--- config.mk ---
export PLATFORM = sky130hd
export DESIGN_NAME = attr_pal_port
export DESIGN_NICKNAME = d
export VERILOG_FILES = /design/src/rtl/attr_pal_pkg.sv /design/src/rtl/attr_access_ctl.sv /design/src/rtl/attr_pal_store.sv /design/src/rtl/attr_pix_expand.sv /design/src/rtl/attr_pal_port.sv
export SDC_FILE = /design/constraint.sdc
export NUM_CORES = 1
export LEC_CHECK = 0
export BUFFER_PORTS_ARGS = -buffer_cell sky130_fd_sc_hd__buf_2
export CORE_MARGIN = 3
export CORE_UTILIZATION = 50
export CTS_BUF_LIST = sky130_fd_sc_hd__clkbuf_2 sky130_fd_sc_hd__clkbuf_4 sky130_fd_sc_hd__clkbuf_8
export DETAILED_ROUTE_END_ITERATION = 12
export PLACE_DENSITY = 0.69
export SLEW_MARGIN = 20
export SYNTH_ARGS = -nofsm -noshare
export SYNTH_HDL_FRONTEND = slang
export SYNTH_SLANG_ARGS = --single-unit
--- constraint.sdc ---
create_clock -name clk -period 5.5 [get_ports clk]
set_input_delay 0.825 -clock clk [delete_from_list [all_inputs] [get_ports clk]]
set_output_delay 0.825 -clock clk [all_outputs]
set_load 0.005 [all_outputs]
--- src/rtl/attr_pal_pkg.sv ---
package attr_pal_pkg;

    localparam int DATA_W    = 8;
    localparam int IDX_W     = 5;
    localparam int COLOR_W   = 6;
    localparam int PAL_AW    = 4;
    localparam int PAL_DEPTH = 1 << PAL_AW;
    localparam int PIX_W     = 4;

    typedef enum logic [1:0] {
        PIX_1B  = 2'b00,
        PIX_2B  = 2'b01,
        PIX_4B  = 2'b10,
        PIX_4BX = 2'b11
    } pix_width_e;

    typedef struct packed {
        logic              data_phase;
        logic              pal_src;
        logic [IDX_W-1:0]  sel;
        logic [DATA_W-1:0] rdata;
    } acc_state_t;

endpackage

--- src/rtl/attr_access_ctl.sv ---
module attr_access_ctl
    import attr_pal_pkg::*;
#(
    parameter int D_W  = DATA_W,
    parameter int I_W  = IDX_W,
    parameter int C_W  = COLOR_W,
    parameter int A_W  = PAL_AW
) (
    input  logic           clk,
    input  logic           rst_n,
    input  logic           cpu_wr,
    input  logic [D_W-1:0] cpu_wdata,
    input  logic           cpu_rd,
    input  logic           stat_rd,
    input  logic [C_W-1:0] cpu_entry,
    output logic [A_W-1:0] cpu_addr,
    output logic           pal_we,
    output logic [C_W-1:0] pal_wdata,
    output logic           data_phase,
    output logic           pal_src,
    output logic [I_W-1:0] sel,
    output logic [D_W-1:0] cpu_rdata
);

    localparam int PAD_W = D_W - C_W;

    acc_state_t st_d, st_q;

    logic wr_index;
    logic wr_data;
    logic sel_in_range;
    logic cpu_ok;

    always_comb begin
        st_d         = st_q;
        wr_index     = cpu_wr && !st_q.data_phase;
        wr_data      = cpu_wr &&  st_q.data_phase;
        sel_in_range = (st_q.sel[I_W-1:A_W] == '0);
        cpu_ok       = !st_q.pal_src && sel_in_range;

        if (wr_index) begin
            st_d.sel     = cpu_wdata[I_W-1:0];
            st_d.pal_src = cpu_wdata[I_W];
        end

        if (cpu_wr) begin
            st_d.data_phase = !st_q.data_phase;
        end
        if (stat_rd) begin
            st_d.data_phase = 1'b0;
        end

        if (cpu_rd) begin
            if (cpu_ok) begin
                st_d.rdata = {{PAD_W{1'b0}}, cpu_entry};
            end else begin
                st_d.rdata = '0;
            end
        end
    end

    always_ff @(posedge clk or negedge rst_n) begin
        if (!rst_n) begin
            st_q <= '0;
        end else begin
            st_q <= st_d;
        end
    end

    assign cpu_addr   = st_q.sel[A_W-1:0];
    assign pal_we     = wr_data && cpu_ok;
    assign pal_wdata  = cpu_wdata[C_W-1:0];
    assign data_phase = st_q.data_phase;
    assign pal_src    = st_q.pal_src;
    assign sel        = st_q.sel;
    assign cpu_rdata  = st_q.rdata;

endmodule

--- src/rtl/attr_pal_store.sv ---
module attr_pal_store
    import attr_pal_pkg::*;
#(
    parameter int A_W = PAL_AW,
    parameter int C_W = COLOR_W
) (
    input  logic           clk,
    input  logic           rst_n,
    input  logic           we,
    input  logic [A_W-1:0] waddr,
    input  logic [C_W-1:0] wdata,
    input  logic [A_W-1:0] cpu_raddr,
    output logic [C_W-1:0] cpu_rentry,
    input  logic [A_W-1:0] pix_raddr,
    output logic [C_W-1:0] pix_rentry
);

    localparam int DEPTH = 1 << A_W;

    logic [C_W-1:0] mem_d [DEPTH];
    logic [C_W-1:0] mem_q [DEPTH];

    always_comb begin
        for (int i = 0; i < DEPTH; i++) begin
            mem_d[i] = mem_q[i];
        end
        if (we) begin
            mem_d[waddr] = wdata;
        end
    end

    generate
        for (genvar g = 0; g < DEPTH; g++) begin : g_entry
            always_ff @(posedge clk or negedge rst_n) begin
                if (!rst_n) begin
                    mem_q[g] <= '0;
                end else begin
                    mem_q[g] <= mem_d[g];
                end
            end
        end
    endgenerate

    assign cpu_rentry = mem_q[cpu_raddr];
    assign pix_rentry = mem_q[pix_raddr];

endmodule

--- src/rtl/attr_pix_expand.sv ---
module attr_pix_expand
    import attr_pal_pkg::*;
#(
    parameter int P_W = PIX_W,
    parameter int A_W = PAL_AW,
    parameter int C_W = COLOR_W
) (
    input  logic           clk,
    input  logic           rst_n,
    input  logic [1:0]     pix_mode,
    input  logic [P_W-1:0] pix_val,
    input  logic           pal_src,
    input  logic [A_W-1:0] sel_lo,
    output logic [A_W-1:0] pix_addr,
    input  logic [C_W-1:0] pix_entry,
    output logic [C_W-1:0] pix_color
);

    logic [C_W-1:0] color_d, color_q;
    logic [P_W-1:0] width_mask;
    logic [P_W-1:0] pix_ext;
    int             active_bits;

    always_comb begin
        case (pix_width_e'(pix_mode))
            PIX_1B:  active_bits = 1;
            PIX_2B:  active_bits = 2;
            default: active_bits = P_W;
        endcase
        for (int b = 0; b < P_W; b++) begin
            width_mask[b] = (b < active_bits);
        end
        pix_ext = pix_val & width_mask;
    end

    generate
        if (P_W >= A_W) begin : g_pix_wide
            assign pix_addr = pal_src ? pix_ext[A_W-1:0] : sel_lo;
        end else begin : g_pix_narrow
            assign pix_addr = pal_src ? {{(A_W-P_W){1'b0}}, pix_ext} : sel_lo;
        end
    endgenerate

    always_comb begin
        color_d = pix_entry;
    end

    always_ff @(posedge clk or negedge rst_n) begin
        if (!rst_n) begin
            color_q <= '0;
        end else begin
            color_q <= color_d;
        end
    end

    assign pix_color = color_q;

endmodule

--- src/rtl/attr_pal_port.sv ---
module attr_pal_port
    import attr_pal_pkg::*;
#(
    parameter int D_W = DATA_W,
    parameter int I_W = IDX_W,
    parameter int C_W = COLOR_W,
    parameter int A_W = PAL_AW,
    parameter int P_W = PIX_W
) (
    input  logic           clk,
    input  logic           rst_n,
    input  logic           cpu_wr,
    input  logic [D_W-1:0] cpu_wdata,
    input  logic           cpu_rd,
    input  logic           stat_rd,
    output logic [D_W-1:0] cpu_rdata,
    input  logic [1:0]     pix_mode,
    input  logic [P_W-1:0] pix_val,
    output logic [C_W-1:0] pix_color
);

    logic [A_W-1:0] cpu_addr_w;
    logic [C_W-1:0] cpu_entry_w;
    logic           pal_we_w;
    logic [C_W-1:0] pal_wdata_w;
    logic           data_phase_w;
    logic           pal_src_w;
    logic [I_W-1:0] sel_w;
    logic [A_W-1:0] pix_addr_w;
    logic [C_W-1:0] pix_entry_w;

    attr_access_ctl #(
        .D_W (D_W),
        .I_W (I_W),
        .C_W (C_W),
        .A_W (A_W)
    ) u_acc (
        .clk        (clk),
        .rst_n      (rst_n),
        .cpu_wr     (cpu_wr),
        .cpu_wdata  (cpu_wdata),
        .cpu_rd     (cpu_rd),
        .stat_rd    (stat_rd),
        .cpu_entry  (cpu_entry_w),
        .cpu_addr   (cpu_addr_w),
        .pal_we     (pal_we_w),
        .pal_wdata  (pal_wdata_w),
        .data_phase (data_phase_w),
        .pal_src    (pal_src_w),
        .sel        (sel_w),
        .cpu_rdata  (cpu_rdata)
    );

    attr_pal_store #(
        .A_W (A_W),
        .C_W (C_W)
    ) u_store (
        .clk        (clk),
        .rst_n      (rst_n),
        .we         (pal_we_w),
        .waddr      (cpu_addr_w),
        .wdata      (pal_wdata_w),
        .cpu_raddr  (cpu_addr_w),
        .cpu_rentry (cpu_entry_w),
        .pix_raddr  (pix_addr_w),
        .pix_rentry (pix_entry_w)
    );

    attr_pix_expand #(
        .P_W (P_W),
        .A_W (A_W),
        .C_W (C_W)
    ) u_pix (
        .clk       (clk),
        .rst_n     (rst_n),
        .pix_mode  (pix_mode),
        .pix_val   (pix_val),
        .pal_src   (pal_src_w),
        .sel_lo    (sel_w[A_W-1:0]),
        .pix_addr  (pix_addr_w),
        .pix_entry (pix_entry_w),
        .pix_color (pix_color)
    );

endmodule

## Yosys cells after proc, flatten, opt, wreduce, memory -nomap -nowiden

Cells that the tools add are included.
W data, S select, Z words.

| storage, ports and cells | value |
|---|---|
| flip-flop bits (word level) | 117 |
| bits of input ports | 19 |

| operators by class | value |
|---|---|
| reductions and logical operators | 9 |
| $lt $le $gt $ge | 7 |
| multiplexer cells | 14 |
| equal/unequal tests | 1 |
| bitwise logic cells | 4 |

Operators with widths:

| cell | number |
|---|---|
| $bwmux W96 | 1 |
| $bmux W6 S4 | 2 |
| $mux W6 | 6 |
| $demux W6 S4 | 1 |
| $ge A5 B5 Y1 const B | 2 |
| $not A4 Y5 | 2 |
| $lt A1 B3 Y1 const A | 2 |
| $lt A2 B3 Y1 const A | 2 |
| $pmux W3 S2 | 1 |
| $logic_and A1 B1 Y1 | 5 |
| $lt A5 B1 Y1 const B | 1 |
| $and A4 B4 Y4 | 1 |
| $mux W4 | 1 |
| $eq A2 B1 Y1 const B | 1 |
| $logic_not A1 Y1 | 2 |
| $logic_not A2 Y1 | 1 |
| $mux W1 | 2 |
| $reduce_bool A2 Y1 | 1 |
| $not A1 Y1 | 1 |

## Logic depth before layout (Yosys ltp)

| logic depth | value |
|---|---|
| depth in word-level cells | 9 |
| depth in mapped cells | 7 |

## Hierarchy

Synthesis repeated with hierarchy kept, for this count alone.

| second synthesis, totals | value |
|---|---|
| cells, all modules | 411 |
| area total of the unflattened synthesis | 6108.4 µm² |

By module, submodules not included:

| module | area each (µm²) | seq. area each (µm²) | cells each | times used |
|---|---|---|---|---|
| attr_pal_store | 5220.0 | 2402.3 | 334 | 1 |
| attr_access_ctl | 653.1 | 325.3 | 59 | 1 |
| attr_pix_expand | 235.2 | 150.1 | 18 | 1 |

## Worst setup path before layout

Ideal clock, no wire load.

| timing path | value |
|---|---|
| kind | input to register |
| start point | in pix_mode[0] |
| end point | reg u_pix.color_q[3] (netlist: u_pix.pix_color[3]) |
| data required time | 5.368 ns |
| setup slack | 3.129 ns |
| buffers on the path | 1 |
| cell stages on the path | 6 |
| data arrival time | 2.239 ns |
| setup time | 0.132 ns |
| cell sequence | or2_2 -> a31oi_2 -> buf_4 -> mux4_2 -> a22oi_2 -> o221ai_2 |

| between the ends | value |
|---|---|
| word-level cells in the longest chain between the ends | 9 |
| elaborated cells on any way between the ends | 13 |
| those cells by class | order compare (4); eq/ne (1); mux (5); bitwise (2); reduce/logical (1) |

RTL lines:

| what | line | source |
|---|---|---|
| start: declaration | attr_pal_port.sv:17 | `input logic [1:0] pix_mode,` |
| $eq A2 B1 Y1 / $logic_not A2 Y1 (equally long branches) | attr_pix_expand.sv:25 | `case (pix_width_e'(pix_mode))` |
| $pmux W3 S2 * | attr_pix_expand.sv:25 |  |
| $lt A1 B3 Y1 / $lt A2 B3 Y1 (equally long branches) | attr_pix_expand.sv:31 | `width_mask[b] = (b < active_bits);` |
| $and A4 B4 Y4 * | attr_pix_expand.sv:33 | `pix_ext = pix_val & width_mask;` |
| $mux W4 * | attr_pix_expand.sv:38 | `assign pix_addr = pal_src ? pix_ext[A_W-1:0] : sel_lo;` |
| $not A4 Y5 (not written as such) * | attr_pal_store.sv:45 | `assign pix_rentry = mem_q[pix_raddr];` |
| $bmux W6 S4 * | attr_pal_store.sv:45 |  |
| $mux W6 (not written as such) * (2 in a row) | attr_pal_store.sv:45 |  |
| via pix_entry_w[3] | attr_pal_port.sv:30 | `logic [C_W-1:0] pix_entry_w;` |
| end signal: assignment | attr_pix_expand.sv:52 | `color_q <= color_d;` |
| end: declaration | attr_pix_expand.sv:19 | `logic [C_W-1:0] color_d, color_q;` |

The timed path passes the listed nets; every way through them passes the cells marked *. The select of a mux whose other input is x is not followed.
A chain may end at the register's enable or synchronous reset.

## Worst setup path in the final report

| timing path | value |
|---|---|
| start point | reg u_acc.st_q (netlist bit u_acc.pal_src) |
| end point | reg u_pix.color_q[5] (netlist: u_pix.pix_color[5]) |

| between the ends | value |
|---|---|
| word-level cells in the longest chain between the ends | 5 |

RTL lines:

| what | line | source |
|---|---|---|
| start: declaration | attr_access_ctl.sv:27 | `acc_state_t st_d, st_q;` |
| start signal: assignment | attr_access_ctl.sv:66 | `st_q <= st_d;` |
| $mux W4 | attr_pix_expand.sv:38 |  |
| $not A4 Y5 (not written as such) | attr_pal_store.sv:45 |  |
| $bmux W6 S4 | attr_pal_store.sv:45 |  |
| $mux W6 (not written as such) (2 in a row) | attr_pal_store.sv:45 |  |
| via pix_entry_w[5] | attr_pal_port.sv:30 |  |

The timed path passes the listed nets, and every way through them passes these cells. The select of a mux whose other input is x is not followed.

==> results.md <==
* Clock Latency Late Sink at 0.44 ns
* Final Cycle Share at 0.554
* Horiz. Die Dim at between 100 and 150 um
* IO buf count at 28
* ANT nets after route at 0
* Largest net degree at the start of global routing at 67
* Post-CTS Resized at 0
* Vias/cell at about 6.2
* Hold Slack at approximately 0.39 ns
* VDD IR max at about 0.00028 V
* Final setup viols at 0
* CTS tree: done
* Synth Cell Area at between 6000 and 7000 um^2
* Worst setup EP type: flip-flop
* Worst setup margin at 2.45 ns
* Combinational share of power at 0.207
* Max Transition Viols Final at 0
* Vias in the first global route at 3848
* Max Clk Rate at 328 MHz
* Sw Ratio at 0.284
* Post-Syn Area per Cell at roughly 14 um^2
* Leak Pwr at 3.11 nW
* Synth top area share at 0.477
* Core area at 11600 um^2
* Post-CTS Setup Inserts at 0
* Outcome: finished clean
* Initial antenna violation count at 0
* Fillers at approximately 960
* H-tree depth at 4
* Final instance area at 6660 um^2
* Fraction of layout cells with a size suffix above 1 at 0.481
* Cells after synthesis at between 400 and 500
* Synth area leaders: dfrtp_1, mux2_2, mux4_2
* Clock sinks at ~120
* Worst slack at placement at 2.28 ns
* WL final at ~14000 um
* Final GP Congestion at 0.825
* Grt ovf at 0
* CTS Buf Count at 17
* Count leader, synth: dfrtp_1
* RSZ-0062 raised after global routing: false
* Synth warn at 0
* MaxCap Viol Count at 0
* TNS Setup at 0 ns
* DRT iter0 DRCs at 320
* #FFs+latches synth at ~120
* Antenna cells at 0
* # IOs at 33
* Worst slew pin tran at 0.926 ns
* Clock power frac at 0.349
* Relative max-transition margin at 0.370
* CP arrival at roughly 3.3 ns
* Synth Flop Type: dfrtp_1
* Hold Buf Count CTS at 0
* Initial core utilization at 0.520
* Clk buf depth at 2
* Global Route Usage Sum at 0.227
* Top cells by count, synth: dfrtp_1, mux2_2, nand2_1, mux4_2, inv_1
* Period minus WS final at 3.05 ns
* DR vias at between 3k and 4k
* CP Class: reg2reg
* Root buffer cell: clkbuf_8
* Worst endpoint required time at ~5.8 ns
* # rows at 39
* CP max FO at 15
* Die ar. at around 13000 um^2
* Pwr dens at approximately 350 nW/um^2
* EDFF count, synth at 0
* Seq pwr share at 0.444
* Clk slew on worst S/H paths at 0.07 ns
* Synth cell types at 35
* Sw Pwr at around 0.00067 W
* FF-to-FF Start: u_acc.pal_src
* Final Hold Fails at 0
* Drt wl/cell at about 23 um
* Fin util at 0.573
* Area post-placement at approximately 6200 um^2
* Leading area contributor after synthesis: dfrtp_1
* CP startpoint: u_acc.pal_src
* Post-synthesis sequential area ratio at 0.477
* Startpoint Class: flip-flop
* Post-synth ARST share at 1.00
* HP Class: in2async
* P&R area growth vs syn at 10.3%
* Post-route DRC at 0
* Skew final at 0.00898 ns
* First-pass GRT wire length at 22000 um
* Internal power at approximately 0.0017 W
* Die Y at around 120 um
* Post-DP HPWL at approximately 9100 um
* Final net count at approximately 470
* Drt first pass iters at 5
==> routing by layer <==
layer | vias up | global-route usage | wire, um
met5 | - | 0 | 0
li1 | 1635 | - | -
met3 | 18 | 0.0585 | 867
met2 | 135 | 0.354 | 6740
met4 | 0 | 0.0735 | 232
met1 | 1983 | 0.315 | 6080
==> path summary, 6_finish.rpt <==
path,end,slack (ns),depth (start not counted)
max in group asynchronous,u_acc.sel[0],3.81,2
min,u_store.mem_q[81],0.39,1
max,u_pix.pix_color[5],2.45,5
min reg2reg,u_acc.cpu_rdata[1],0.52,2
max reg2reg,u_pix.pix_color[5],2.45,5
min in group clk,u_acc.cpu_rdata[1],0.52,2
==> state kept, by name, summed over array words and instances, names as in the netlist <==
| signal | count |
|---|---|
| u_pix.pix_color | 6 |
| u_store.mem_q | 96 |
| u_acc.data_phase | 1 |
| u_acc.sel | 5 |
| u_acc.cpu_rdata | 6 |
| u_acc.pal_src | 1 |
==> final cells by class <==
| type | instances | area (um^2) | share of cell area |
|---|---|---|---|
| Clock buffer | 21 | 283 | 0.0425 |
| Sequential cell | 115 | 2880 | 0.432 |
| Clock inverter | 11 | 133 | 0.0199 |
| Multi-Input combinational cell | 262 | 2930 | 0.440 |
| Tap cell | 143 | 179 | 0.0269 |
| Inverter | 20 | 75.1 | 0.0113 |
| Timing Repair Buffer | 33 | 180 | 0.0271 |
==> cells by family after synthesis <==
| group | Yosys count | synth area share |
|---|---|---|
| buf+inv | 48 | 0.0385 |
| compound gates | 30 | 0.0371 |
| simple gates | 79 | 0.0711 |
| other cells | 1 | 0.000621 |
| fa+ha+maj | 1 | 0.00207 |
| mux | 149 | 0.372 |
| xor+xnor | 1 | 0.00145 |
| flops | 115 | 0.477 |
==> critical path: stages, from the launching register on <==
cell and delay (ns):
dfrtp_1 0.64, mux2i_4 0.86, buf_4 0.38, mux4_2 0.54, a22oi_1 0.24, o221ai_1 0.22
==> placed cells by master, fill, tap and decap left out, types with 2 or more instances in the layout <==
master,count
nor3_4,4
o21ai_0,10
nand2_1,45
dfrtp_1,114
inv_1,19
clkinv_2,7
mux2_2,100
nand2b_1,2
nor2b_1,4
mux4_2,43
nand3_1,5
clkbuf_8,20
buf_2,27
and3_1,5
o221ai_1,5
a22oi_1,11
conb_1,2
nor2_1,7
mux4_1,5
buf_4,6
bufinv_16,3
==> power by group through the flow <==
stage	Clock, W	Sequential (W)	Combinational, W
after floorplan	0	0.00102	0.000383
after global placement	0	0.00105	0.000484
after detailed placement	0	0.00106	0.000491
after CTS	0.000833	0.00104	0.000493
after global routing	0.000878	0.00106	0.000530
final	0.000824	0.00105	0.000489
==> through the flow <==
stage,total power [W],instances
3_5_place_dp,0.00155,573
5_1_grt,0.00247,605
6_report,0.00236,605
3_3_place_gp,0.00154,573
4_1_cts,0.00237,605
2_1_floorplan,0.00141,425
Power figures use the tool's default switching activity.
